==> config.mk <==
export PLATFORM = sky130hd
export DESIGN_NAME = hier_cla_adder
export DESIGN_NICKNAME = d
export VERILOG_FILES = /design/src/rtl/cla_pkg.sv /design/src/rtl/cla_carry_unit.sv /design/src/rtl/cla_group.sv /design/src/rtl/hier_cla_adder.sv
export SDC_FILE = /design/constraint.sdc
export NUM_CORES = 1
export LEC_CHECK = 0
export ABC_CLOCK_PERIOD_IN_PS = 4700
export BUFFER_PORTS_ARGS = -buffer_cell sky130_fd_sc_hd__buf_2
export CAP_MARGIN = 0
export CORE_ASPECT_RATIO = 0.8
export CORE_MARGIN = 2
export CORE_UTILIZATION = 45
export CTS_CLUSTER_DIAMETER = 30
export DETAILED_ROUTE_END_ITERATION = 10
export GPL_TIMING_DRIVEN = 0
export PLACE_DENSITY = 0.73
export RECOVER_POWER = 100
export SLEW_MARGIN = 40
export SYNTH_ARGS = -nofsm -noshare
export SYNTH_HDL_FRONTEND = slang
export SYNTH_SLANG_ARGS = --single-unit
==> constraint.sdc <==
create_clock -name clk -period 4.7 [get_ports clk]
set_input_delay 0.235 -clock clk [delete_from_list [all_inputs] [get_ports clk]]
set_output_delay 0.235 -clock clk [all_outputs]
set_load 0.02 [all_outputs]
==> src/rtl/cla_pkg.sv <==
package cla_pkg;
  localparam int DEF_GROUP_W  = 4;
  localparam int DEF_N_GROUPS = 4;

  typedef struct packed {
    logic gen;
    logic prop;
  } gp_t;
endpackage

==> src/rtl/cla_carry_unit.sv <==
module cla_carry_unit #(
  parameter int N = 4
) (
  input  cla_pkg::gp_t [N-1:0] gp_i,
  input  logic                 c0_i,
  output logic [N:0]           carry_o
);
  // carry into position i+1 is the OR of every generate at or below i,
  // each ANDed with the propagates above it, plus c0 through all propagates
  always_comb begin
    carry_o[0] = c0_i;
    for (int i = 0; i < N; i++) begin
      logic acc;
      logic chain;
      acc   = gp_i[i].gen;
      chain = gp_i[i].prop;
      for (int j = i - 1; j >= 0; j--) begin
        acc   = acc | (chain & gp_i[j].gen);
        chain = chain & gp_i[j].prop;
      end
      carry_o[i+1] = acc | (chain & c0_i);
    end
  end
endmodule

==> src/rtl/cla_group.sv <==
module cla_group #(
  parameter int GW = 4
) (
  input  logic [GW-1:0] a_i,
  input  logic [GW-1:0] b_i,
  input  logic          cin_i,
  output logic [GW-1:0] sum_o,
  output cla_pkg::gp_t  grp_o
);
  cla_pkg::gp_t [GW-1:0] bit_gp;
  logic [GW:0]           bit_c;

  // per-bit generate and OR-form propagate
  always_comb begin
    for (int k = 0; k < GW; k++) begin
      bit_gp[k].gen  = a_i[k] & b_i[k];
      bit_gp[k].prop = a_i[k] | b_i[k];
    end
  end

  cla_carry_unit #(.N(GW)) u_bits (
    .gp_i    (bit_gp),
    .c0_i    (cin_i),
    .carry_o (bit_c)
  );

  assign sum_o = a_i ^ b_i ^ bit_c[GW-1:0];

  // group generate and propagate reduced from bit terms
  always_comb begin
    logic acc;
    logic chain;
    acc   = bit_gp[GW-1].gen;
    chain = bit_gp[GW-1].prop;
    for (int j = GW - 2; j >= 0; j--) begin
      acc   = acc | (chain & bit_gp[j].gen);
      chain = chain & bit_gp[j].prop;
    end
    grp_o.gen  = acc;
    grp_o.prop = chain;
  end


  always_comb begin
    grp_gen_chk: assert (!grp_o.gen || bit_c[GW]);
  end

  always_comb begin
    grp_prop_chk: assert (!(grp_o.prop && cin_i) || bit_c[GW]);
  end

  always_comb begin
    grp_kill_chk: assert (grp_o.gen || (grp_o.prop && cin_i) || !bit_c[GW]);
  end
endmodule

==> src/rtl/hier_cla_adder.sv <==
module hier_cla_adder #(
  parameter int GROUP_W  = cla_pkg::DEF_GROUP_W,
  parameter int N_GROUPS = cla_pkg::DEF_N_GROUPS
) (
  input  logic                          clk,
  input  logic                          rst,
  input  logic [GROUP_W*N_GROUPS-1:0]   op_a,
  input  logic [GROUP_W*N_GROUPS-1:0]   op_b,
  input  logic                          carry_in,
  output logic [GROUP_W*N_GROUPS-1:0]   sum_q,
  output logic                          carry_out_q
);
  localparam int W = GROUP_W * N_GROUPS;

  cla_pkg::gp_t [N_GROUPS-1:0] grp_gp;
  logic [N_GROUPS:0]           grp_c;
  logic [W-1:0]                sum_d;

  generate
    for (genvar g = 0; g < N_GROUPS; g++) begin : g_grp
      cla_group #(.GW(GROUP_W)) u_grp (
        .a_i   (op_a[g*GROUP_W +: GROUP_W]),
        .b_i   (op_b[g*GROUP_W +: GROUP_W]),
        .cin_i (grp_c[g]),
        .sum_o (sum_d[g*GROUP_W +: GROUP_W]),
        .grp_o (grp_gp[g])
      );
    end
  endgenerate

  // second-level lookahead over group terms
  cla_carry_unit #(.N(N_GROUPS)) u_lookahead (
    .gp_i    (grp_gp),
    .c0_i    (carry_in),
    .carry_o (grp_c)
  );

  always_ff @(posedge clk) begin
    if (rst) begin
      sum_q       <= '0;
      carry_out_q <= 1'b0;
    end else begin
      sum_q       <= sum_d;
      carry_out_q <= grp_c[N_GROUPS];
    end
  end

  logic [W:0] ref_total;
  assign ref_total = {1'b0, op_a} + {1'b0, op_b} + {{W{1'b0}}, carry_in};


  sum_ref_chk: assert property (@(posedge clk) disable iff (rst)
    !$past(rst) |-> {carry_out_q, sum_q} == $past(ref_total));


  rst_clear_chk: assert property (@(posedge clk)
    $past(rst) |-> (sum_q == '0 && !carry_out_q));


  chain_through_chk: assert property (@(posedge clk) disable iff (rst)
    (&(grp_gp[0].prop) && &(op_a ^ op_b) && carry_in) |=> carry_out_q);
endmodule

==> results of run 1 <==
critical path, delay by kind of cell:
kind / cells / cell delay, ns
and+or+nand+nor: 3 / 0.75
AOI/OAI and AO/OA: 3 / 0.66
adders and majority gates: 2 / 0.65
xor gates and xnor gates: 1 / 0.17
buffers and inverters: 1 / 0.08
final cells by class:
class	instances	area share, %
clock buffer	3	2.29
clock inverter	1	0.278
buffer	2	0.416
inverter	40	8.33
sequential	17	18.9
multi-input combinational	114	54.3
tap	40	2.78
timing repair buffer	51	12.8
worst max-delay path by stage:
stage | start | endpoint | slack [ns] | depth (start not counted)
floorplan | op_a[5] | sum_q[13] | 2.58 | 9
global placement | op_a[5] | sum_q[13] | 2.27 | 10
detailed placement | op_a[5] | sum_q[13] | 2.23 | 10
CTS | op_a[5] | sum_q[13] | 2.49 | 10
global route | op_a[5] | sum_q[13] | 2.09 | 10
finish | op_a[5] | sum_q[13] | 2.28 | 10
kinds of logic after synthesis:
kind of cell    synth area share [%]
mux                             1.74
fa+ha+maj                       31.8
xor+xnor                        4.64
flops                           22.6
simple gates                    16.3
buf+inv                         10.4
compound gates                  12.4
where the power goes:
| group | leakage (nW) | internal, mW | switching, mW |
|---|---|---|---|
| Combinational | 0.800 | 0.0664 | 0.0931 |
| Clock | 0.0255 | 0.0588 | 0.0517 |
| Sequential | 0.142 | 0.164 | 0.00523 |
flip-flops by register name (all words and copies together) (netlist names):
name         flops
carry_out_q      1
sum_q           16
metal layers:
layer / up-vias / share of wire [%] / track usage (%)
met4: 0 / 0.14 / 0.840
li1: 658 / - / -
met1: 558 / 46 / 20.4
met5: - / 0 / 0
met3: 2 / 9.1 / 5.67
met2: 40 / 45 / 26.9
metrics by stage:
step	setup WS [ns]	instances	hold slack [ns]	instance area, um2
global route	2.09	268	0.372	1800
floorplan	2.58	173	0.438	1510
detailed placement	2.23	264	0.615	1810
global placement	2.27	264	0.602	1810
CTS	2.49	268	0.352	1860
finish	2.28	268	0.350	1800
Yosys cell counts, types with 3 or more instances:
master	instances	area share [%]
a21oi_1	7	2.3
dfxtp_1	17	23
fa_1	4	5.3
ha_1	32	27
inv_1	40	9.9
nand2b_1	6	2.5
nor2_1	18	4.5
nor2b_1	6	2.5
o21ai_0	3	0.99
xnor2_1	5	2.9
xor2_1	3	1.7
==> results.cfg, run 1 <==
[floorplan]
dieArea_um2 = 3840
start_util_pct = 47.9
core-area_um2 = 3150
core.rowCount = 18
die_y_um = 55.8
die_w_um = 68.7
io_pins = 52

[placement]
place_hpwl_um = 2430
place_congestion = 0.755
port_buffers = 51

[cells_and_area]
seq_area_um2 = 340
multi_input_area_um2 = 978
area_growth_pct = 19.5
num-nets-final = 300
drive_gt1_share_pct = 17.5
diodes = 0
mostFrequentLayoutCells = inv_1 (40), ha_1 (32), buf_2 (31), clkbuf_1 (22), nor2_1 (18)
mostFrequentLayoutCell = inv_1
fin_util_pct = 57.2
n_fill_cell = 325

[synth]
syn_area_per_cell_um2 = 8.72
synth-async-reset-ratio_pct = 0
yosysUniqueCellTypes = 37
netlist_area_um2 = 1510
synth_cells = 173
synth_top_flop_cell = dfxtp_1
synth-edff-count = 0
ys.warnings.count = 0
synth_nets = 244
ys_ff_latch = 17
ys_seq_area_share_pct = 22.6

[worst_setup_path]
cp_common_cell = nor2_1
cp_slowest_cell = nor4_1
startpoint_type = input port
end_kind = flop
worstPathMaxFanout = 5
cp.arrival_ns = 2.55
path_class = input port to flop
cp_cell_sequence = clkbuf_1 > ha_1 > nor2_1 > o21ai_0 > a221o_1 > nor4_1 > o21bai_1 > fa_1 > xnor2_1 > nor2_1
max_stage_delay_ns = 0.55
crit_required_ns = 4.83

[clock_network]
cts_root_buffer = clkbuf_8
cts_resized = 0
cts.sinks = 17
cts_max_level = 1
cts_setup_buffers = 0
cts.path.max_buffers = 2
hold_buffers = 0
clk_pin_slew_worst_paths_ns = 0.07
cts_tree = yes
cts_buffers = 3

[timing]
worst_pin_slew_ns = 0.577
hold_viol = 0
setup-violations-final = 0
slew_violations = 0
max_freq_mhz = 414
period_needed_ns = 2.42
max_slew_margin_pct = 61.2
rsz0062_at_grt = no
setup_tns_ns = 0
period_share_pct = 51.4

[power_and_ir_drop]
power.density_nw_per_um2 = 244
power.total_mw = 0.439
ir_drop_v = 0.000106
leakage_nw = 0.968

[grt]
grt_use_total_pct = 16.0
grt_pass1_wl_um = 4860
grt_pass1_vias = 1194
grt_start_max_net_pins = 11
overflow = 0
antenna_found_initial = 0

[hold_path]
worstHoldPathCells = 4
holdPathEnd = carry_out_q
hp-class = input port to flop
worstHoldStart = op_b[15]

[routing]
wl_per_cell_um = 10.7
antenna_left = 0
drt_wl_total_um = 2870
first_iter_violations = 47
viasPerCell = 4.69
drc = 0
dr.pass1.iters = 4
via_count = 1258

[run]
drv_cap = 0

[status]
status = finished clean
Note: power is estimated with default switching activity, not from simulation.
==> run 2, diff against run 1 <==
--- a/config.mk
+++ b/config.mk
@@ -5,7 +5,7 @@
 export SDC_FILE = /design/constraint.sdc
 export NUM_CORES = 1
 export LEC_CHECK = 0
-export ABC_CLOCK_PERIOD_IN_PS = 4700
+export ABC_CLOCK_PERIOD_IN_PS = 2250
 export BUFFER_PORTS_ARGS = -buffer_cell sky130_fd_sc_hd__buf_2
 export CAP_MARGIN = 0
 export CORE_ASPECT_RATIO = 0.8
==> constraint.sdc (replaced) <==
create_clock -name clk -period 2.25 [get_ports clk]
set_input_delay 0.1125 -clock clk [delete_from_list [all_inputs] [get_ports clk]]
set_output_delay 0.1125 -clock clk [all_outputs]
set_load 0.02 [all_outputs]
==> results.cfg, run 2 (synthesized netlist as in run 1, its figures left out) <==
[status]
status = finished clean

[cells_and_area]
fin_util_pct = 57.8
mostFrequentLayoutCells = inv_1 (40), ha_1 (32), buf_2 (31), clkbuf_1 (22), nor2_1 (18)
fin_area_um2 = 1820
drive_gt1_share_pct = 18.4
reg_top3 = sum_q (16), carry_out_q (1)
num-nets-final = 300
mostFrequentLayoutCell = inv_1
area_growth_pct = 20.7
diodes = 0
largest_register_ffs = 16
regMostFlops = sum_q
n_fill_cell = 323

[grt]
grtUsageMet1_pct = 20.4
gr-usage-met2_pct = 26.9
grt_pass1_vias = 1194
grt_start_max_net_pins = 11
grt_use_total_pct = 16.0
overflow = 0
top_usage_layer = met2
antenna_found_initial = 0
grt_pass1_wl_um = 4860
met3_usage_pct = 5.67

[floorplan]
io_pins = 52
core-area_um2 = 3150
start_util_pct = 47.9
die_w_um = 68.7
core.rowCount = 18
die_y_um = 55.8
dieArea_um2 = 3840

[hold_path]
hp-class = input port to flop

[timing]
slew_violations = 0
period_needed_ns = 1.96
worst_pin_slew_ns = 0.469
hold_viol = 0
setup-violations-final = 0
max_slew_margin_pct = 68.7
period_share_pct = 87.3
rsz0062_at_grt = no
max_freq_mhz = 509

[clock_network]
cts.sinks = 17
clk_pin_slew_worst_paths_ns = 0.07
cts_root_buffer = clkbuf_8
cts_tree = yes
hold_buffers = 0
cts_max_level = 1
cts.path.max_buffers = 2
cts_buffers = 3

[placement]
placed_cell_area_um2 = 1810
place_congestion = 0.755
place_hpwl_um = 2430
port_buffers = 51

[worst_setup_path]
cpLargestDelayFamily = simple AND/OR/NAND/NOR gates
cp_cell_sequence = clkbuf_1 > inv_1 > ha_1 > nor4_1 > nand2b_1 > a21oi_2 > nor4_4 > o21bai_1 > fa_1 > nor2b_1
cp_slowest_cell = nor4_1
worst-path-buf-inv = 2
max_stage_delay_ns = 0.44
end_kind = flop
cp.arrival_ns = 2.10
path_class = input port to flop
crit_required_ns = 2.38
startpoint_type = input port
worstPathMaxFanout = 5

[routing]
first_iter_violations = 49
viasPerCell = 4.69
dr.pass1.iters = 4
via_count = 1257
antenna_left = 0
wl_per_cell_um = 10.6
drc = 0
drt_wl_total_um = 2850

[power_and_ir_drop]
leakage_nw = 0.970
power.total_mw = 0.923
power.density_nw_per_um2 = 507
ir_drop_v = 0.000219

[run]
drv_cap = 0
[run 2: cell counts in the layout (fill, tap and decap cells not counted)]
No cell type changed its count.
[run 2: layout make-up]
cell class | instances | area (um2) | share of cell area [%]
plain buffers | 2 | 7.51 | 0.412
clock buffers | 3 | 41.3 | 2.27
clock inverters | 1 | 5.00 | 0.275
inverters | 40 | 150 | 8.24
multi-input cells | 114 | 997 | 54.7
flip-flops and latches | 17 | 340 | 18.7
well taps | 40 | 50.0 | 2.75
repair buffers | 51 | 230 | 12.6
[run 2: power breakdown]
| group | internal (mW) | switching (mW) | leakage, nW | total, mW |
|---|---|---|---|---|
| logic | 0.141 | 0.198 | 0.803 | 0.339 |
| registers | 0.342 | 0.0109 | 0.142 | 0.353 |
| clock network | 0.123 | 0.108 | 0.0255 | 0.231 |
[run 2: worst paths after layout]
path	from	end	slack [ns]	cells after the start
max	op_a[6]	sum_q[12]	0.29	10
min	op_b[15]	carry_out_q	0.23	4
[run 2: through the flow]
step	cells	worst slack, ns	TNS, ns	hold slack, ns
after floorplan	173	0.256	0	0.316
after global placement	264	-0.0563	-0.0836	0.480
after detailed placement	264	-0.102	-0.172	0.493
after CTS	268	0.159	0	0.230
after global routing	268	0.0988	0	0.249
final	268	0.286	0	0.227
[run 2: tightest hold or removal path: cells and delay by family]
family / cells / cell delay, ns
buffers and inverters: 1 / 0.09
AND/OR/NAND/NOR: 1 / 0.05
AO/OA/AOI/OAI: 1 / 0.06
adder cells (fa/ha/maj): 1 / 0.13
[run 2: per-layer routing]
| metal | wire length, um | part of all wire, % | vias to the layer above |
|---|---|---|---|
| met3 | 257 | 9.0 | 0 |
| met2 | 1290 | 45 | 40 |
| met1 | 1300 | 46 | 559 |
| met5 | 0 | 0 | - |
| met4 | 0 | 0 | 0 |
| li1 | - | - | 658 |
[run 2: repair_timing]
action                                  CTS  global route
gates resized for setup                   0             0
setup buffers                             0             0
endpoints found under the setup margin    0             1
